File: src/rtl/dsq_pkg.sv
package dsq_pkg;

   // Command decoded from one measured high period of the control line
   typedef enum logic [1:0] {
      EV_NONE   = 2'd0,
      EV_STEP   = 2'd1,
      EV_RESYNC = 2'd2
   } dsq_event_e;

   function automatic int dsq_width(input int maxval);
      return (maxval < 2) ? 1 : $clog2(maxval + 1);
   endfunction

endpackage

File: src/rtl/dsq_sync.sv
module dsq_sync #(
   parameter int STAGES = 2
) (
   input  logic clk,
   input  logic rst,
   input  logic d_async,
   output logic q_sync
);

   initial begin
      assert (STAGES >= 2) else $error("dsq_sync: STAGES must be at least 2");
   end

   logic [STAGES-1:0] chain;

   genvar gi;
   generate
      for (gi = 0; gi < STAGES; gi++) begin : g_stage
         if (gi == 0) begin : g_first
            always_ff @(posedge clk) begin
               if (rst) chain[0] <= 1'b0;
               else     chain[0] <= d_async;
            end
         end else begin : g_next
            always_ff @(posedge clk) begin
               if (rst) chain[gi] <= 1'b0;
               else     chain[gi] <= chain[gi-1];
            end
         end
      end
   endgenerate

   assign q_sync = chain[STAGES-1];

endmodule

File: src/rtl/dsq_width_meas.sv
module dsq_width_meas
   import dsq_pkg::*;
#(
   parameter int LONG_CYCLES = 16,
   parameter int MIN_CYCLES  = 2
) (
   input  logic       clk,
   input  logic       rst,
   input  logic       line_s,
   output dsq_event_e evt
);

   localparam int HW = dsq_width(LONG_CYCLES);
   localparam logic [HW-1:0] LONG_V = HW'(LONG_CYCLES);
   localparam logic [HW-1:0] MIN_V  = HW'(MIN_CYCLES);
   localparam logic [HW-1:0] LAST_V = HW'(LONG_CYCLES - 1);

   initial begin
      assert (MIN_CYCLES >= 1) else $error("dsq_width_meas: MIN_CYCLES must be >= 1");
      assert (LONG_CYCLES > MIN_CYCLES) else $error("dsq_width_meas: LONG_CYCLES must exceed MIN_CYCLES");
   end

   // Cycles the synchronised line has been high, saturating at LONG_CYCLES
   logic [HW-1:0] hcnt;

   always_ff @(posedge clk) begin
      if (rst)              hcnt <= '0;
      else if (!line_s)     hcnt <= '0;
      else if (hcnt != LONG_V) hcnt <= hcnt + 1'b1;
   end

   // Resync issues while the high level reaches the threshold. A step issues
   // in the first low cycle after a high period of qualifying width.
   always_comb begin
      evt = EV_NONE;
      if (line_s && (hcnt == LAST_V))
         evt = EV_RESYNC;
      else if (!line_s && (hcnt >= MIN_V) && (hcnt < LONG_V))
         evt = EV_STEP;
   end

   // one resync per high period
   a_r5_single_resync: assert property (@(posedge clk) disable iff (rst)
      (evt == EV_RESYNC) |=> (evt != EV_RESYNC));

   // measurement never runs beyond its saturation point
   a_r1_hcnt_bound: assert property (@(posedge clk) disable iff (rst)
      hcnt <= LONG_V);

   // a step only follows a cycle in which the line was high
   a_r3_step_after_high: assert property (@(posedge clk) disable iff (rst)
      (evt == EV_STEP) |-> $past(line_s));

   // once saturated, the end of the high period yields no step
   a_r5_no_step_after_long: assert property (@(posedge clk) disable iff (rst)
      (line_s && hcnt == LONG_V) |=> (evt != EV_STEP));

endmodule

File: src/rtl/dsq_pos_ctr.sv
module dsq_pos_ctr
   import dsq_pkg::*;
#(
   parameter int POS_W = 3
) (
   input  logic                    clk,
   input  logic                    rst,
   input  dsq_event_e              evt,
   output logic [POS_W-1:0]        pos,
   output logic [(1<<POS_W)-1:0]   sel
);

   localparam int NSEL = 1 << POS_W;

   initial begin
      assert (POS_W >= 1 && POS_W <= 8) else $error("dsq_pos_ctr: POS_W out of range");
   end

   // Reset has priority over any command from the line
   always_ff @(posedge clk) begin
      if (rst)                     pos <= '0;
      else if (evt == EV_RESYNC)   pos <= '0;
      else if (evt == EV_STEP)     pos <= pos + 1'b1;
   end

   genvar gi;
   generate
      for (gi = 0; gi < NSEL; gi++) begin : g_dec
         assign sel[gi] = (pos == POS_W'(gi));
      end
   endgenerate

   // exactly one select active
   a_r2_onehot: assert property (@(posedge clk) disable iff (rst)
      $countones(sel) == 1);

   // a step adds one, wrapping at the top
   a_r3_step_inc: assert property (@(posedge clk) disable iff (rst)
      (evt == EV_STEP) |=> (pos == $past(pos) + 1'b1));

   // resync returns to position zero
   a_r5_resync_zero: assert property (@(posedge clk) disable iff (rst)
      (evt == EV_RESYNC) |=> (pos == '0));

   // without a command the position holds
   a_r4_hold: assert property (@(posedge clk) disable iff (rst)
      (evt == EV_NONE) |=> $stable(pos));

   // reset overrides a concurrent step
   a_r7_rst_wins: assert property (@(posedge clk)
      rst |=> (pos == '0));

endmodule

File: src/rtl/pulse_digit_seq.sv
module pulse_digit_seq
   import dsq_pkg::*;
#(
   parameter int POS_W       = 3,
   parameter int LONG_CYCLES = 16,
   parameter int MIN_CYCLES  = 2,
   parameter int SYNC_STAGES = 2
) (
   input  logic                    clk,
   input  logic                    rst,
   input  logic                    line_in,
   output logic [(1<<POS_W)-1:0]   digit_sel,
   output logic [POS_W-1:0]        digit_idx
);

   logic       line_s;
   dsq_event_e evt;

   dsq_sync #(
      .STAGES (SYNC_STAGES)
   ) u_sync (
      .clk     (clk),
      .rst     (rst),
      .d_async (line_in),
      .q_sync  (line_s)
   );

   dsq_width_meas #(
      .LONG_CYCLES (LONG_CYCLES),
      .MIN_CYCLES  (MIN_CYCLES)
   ) u_meas (
      .clk    (clk),
      .rst    (rst),
      .line_s (line_s),
      .evt    (evt)
   );

   dsq_pos_ctr #(
      .POS_W (POS_W)
   ) u_pos (
      .clk (clk),
      .rst (rst),
      .evt (evt),
      .pos (digit_idx),
      .sel (digit_sel)
   );

   // select output tracks the reported position
   a_r2_sel_matches_idx: assert property (@(posedge clk) disable iff (rst)
      digit_sel[digit_idx] == 1'b1);

endmodule

File: config.mk
export PLATFORM = sky130hd
export DESIGN_NAME = pulse_digit_seq
export DESIGN_NICKNAME = d
export VERILOG_FILES = /design/src/rtl/dsq_pkg.sv /design/src/rtl/dsq_sync.sv /design/src/rtl/dsq_width_meas.sv /design/src/rtl/dsq_pos_ctr.sv /design/src/rtl/pulse_digit_seq.sv
export SDC_FILE = /design/constraint.sdc
export NUM_CORES = 1
export LEC_CHECK = 0
export CAP_MARGIN = 20
export CORE_AREA = 2 2 39 41
export CTS_BUF_LIST = sky130_fd_sc_hd__clkbuf_4 sky130_fd_sc_hd__clkbuf_8
export CTS_CLUSTER_SIZE = 8
export DETAILED_ROUTE_END_ITERATION = 8
export DIE_AREA = 0 0 41 43
export GPL_ROUTABILITY_DRIVEN = 0
export GPL_TIMING_DRIVEN = 0
export PLACE_DENSITY = 0.68
export SETUP_SLACK_MARGIN = 0.1
export SLEW_MARGIN = 30
export SYNTH_ARGS = -nofsm -noshare
export SYNTH_HDL_FRONTEND = slang
export SYNTH_SLANG_ARGS = --single-unit
File: constraint.sdc
create_clock -name clk -period 2.6 [get_ports clk]
set_input_delay 0.52 -clock clk [delete_from_list [all_inputs] [get_ports clk]]
set_output_delay 0.52 -clock clk [all_outputs]
set_load 0.01 [all_outputs]
==> metrics <==
status completed; ys async rst share 0%; Slew headroom 79.0%; Max VDD drop 270 uV; die area 1760 um^2; Post-Syn Nets 72; Final Cell Area 734 um^2; root buf cell clkbuf_4; Comb power frac 3.9%; Pint 214 uW; drt drc 0; number of flops mapped to enable cells by yosys 0; Layout area overhead 30.7%; most frequent cells in the layout 13 x clkdlybuf4s50_1, 10 x dfxtp_1, 9 x ha_1; post-synth top area share 35.6%; Synth Area per Inst 9.36 um^2; Netlist cell types 21; first-pass GRT wire length 1660 um; HP Start u_sync.chain[0]; f_max 0.479 GHz; crit end category primary output; PortBufs 13; Seq pwr share 58.9%; prevailing post-synth register cell dfxtp_1; Seq/Total Area, Yosys 35.6%; GR Overflow Total 0; Worst Hold Class flop to flop; Sw Pwr 52.4 uW; synth top area cells dfxtp_1 36%, ha_1 20%, nor2b_1 5.6%; vias 455; r2r setup slk 1.05 ns; pwr dens 363 nW/um^2; Synth Instances 60; Top Usage Layer GRT met2; Total Routing Usage GR 14.1%; TritonCTS clock tree done; TritonCTS Buffers 3; Mapped Area 562 um^2; reg2reg path depth 6; DP HPWL 718 um; crit start category flop; setup TNS 0 ns; CP max FO 5; largest net degree at the start of global routing 11; Placed Area 712 um^2; Filler cells 139; Pins Over Slew Limit 0; Clock power frac 37.2%; number of global-route vias before repair 405; worst skew pair latency 0.26 ns; Clock transition at path regs 0.06 ns; largest area contributor in the netlist dfxtp_1; Die Ht 43 um; CTS sink count 10; WHS Endpoint u_sync.q_sync; Pre-antenna DRT Iters 4; Placement Rows 14; commonest non-fill, non-tap cell in the layout clkdlybuf4s50_1; drt first-iter violations 4; minimum clock period 2.09 ns; data required time of the worst path 2.08 ns; clk buf depth 2; final setup fails 0; Post-CTS Setup Bufs 0; CTS-repair resized insts 0; hold path cells 1; ANT nets after route 0; Power, Total 267 uW; Final Cycle Share 80.3%; Via density 4.95; width of the die 41 um; initial antenna violation count 0; final WL 894 um; max_cap viols 0; share of cells above drive strength 1 6.58%; Slew @ Worst Pin 0.315 ns; Seq cells post-synth 10; RSZ-0062 raised after global routing no; Pleak 0.300 nW; met2 usage 22.2%; Nets 90; hold buffer count at CTS 0; Hold Violations, Final 0; GR Layer Usage met1 14.8%; io pins 14; Critical R2R Launch u_meas.hcnt[1]; Antenna Cells 0; Crit Path Category flop to primary output; RR Endpoint u_pos.pos[0]; drt wl/cell 9.72 um; switching share of power 19.7%; placeable core area 1380 um^2; H-tree depth 1; Clock Skew 0.00124 ns; M3 GR Usage 4.71%; Warnings, synthesis 0; CP Launch Point u_pos.pos[0]; crit path DAT 1.57 ns; fin util 53.1%; Starting Density 40.6%
stage by stage:
| stage | cells | hold slack, ns | worst slack, ns |
|---|---|---|---|
| after CTS | 92 | 0.457 | 0.495 |
| after global routing | 92 | 0.461 | 0.397 |
| after floorplan | 60 | 0.414 | 1.20 |
| after global placement | 89 | 0.418 | 0.774 |
| after detailed placement | 89 | 0.443 | 0.773 |
| final | 92 | 0.455 | 0.513 |
routing by layer:
metal	up-vias	wire, um
met2	17	449
met5	-	0
li1	236	-
met3	2	56
met1	200	376
met4	0	11
flip-flops by register name, indices dropped and copies added, names as in the netlist:
name and cells:
u_meas.hcnt 5, u_pos.pos 3, u_sync.chain 1, u_sync.q_sync 1
Yosys cell counts, types with 3 or more instances:
master	instances
nor2b_1	5
and2_1	3
nor2_1	4
dfxtp_1	10
ha_1	9
inv_1	7
area by class of cell:
type	count	area, um^2	area share (%)
Tap cell	16	20.0	2.73
Timing Repair Buffer	13	130	17.7
Multi-Input combinational cell	43	335	45.7
Clock buffer	3	22.5	3.07
Sequential cell	10	200	27.3
Inverter	7	26.3	3.58
kinds of logic (layout without fill, tap and decap cells):
group	count (synthesis)	after routing	share of synthesized area, %
AND/OR/NAND/NOR	25	25	26.7
flip-flops	10	10	35.6
adder cells (fa/ha/maj)	9	9	20.0
buffers and inverters	7	23	4.68
AO/OA/AOI/OAI	5	5	6.46
XOR/XNOR	3	3	4.68
multiplexers	1	1	1.78
critical path: stages (launching register included):
cell and delay (ns):
dfxtp_1 0.39, inv_1 0.10, ha_1 0.21, and2_1 0.15, clkdlybuf4s50_1 0.46
worst max path at each step:
stage	end	slack (ns)	cells after the start
6_report	digit_sel[4]	0.51	4
5_1_grt	digit_sel[0]	0.40	4
4_1_cts	digit_sel[4]	0.50	4
3_5_place_dp	digit_sel[4]	0.77	4
3_3_place_gp	digit_sel[6]	0.77	4
2_1_floorplan	u_pos.pos[0]	1.20	6
power groups by stage:
stage               registers (mW)  logic [mW]  clock network (mW)
CTS                          0.157      0.0107               0.103
detailed placement           0.160      0.0107                   0
finish                       0.157      0.0105              0.0992
global placement             0.160      0.0103                   0
floorplan                    0.160     0.00541                   0
global route                 0.157      0.0119               0.111
No activity file was read; power rests on OpenSTA's default activity.
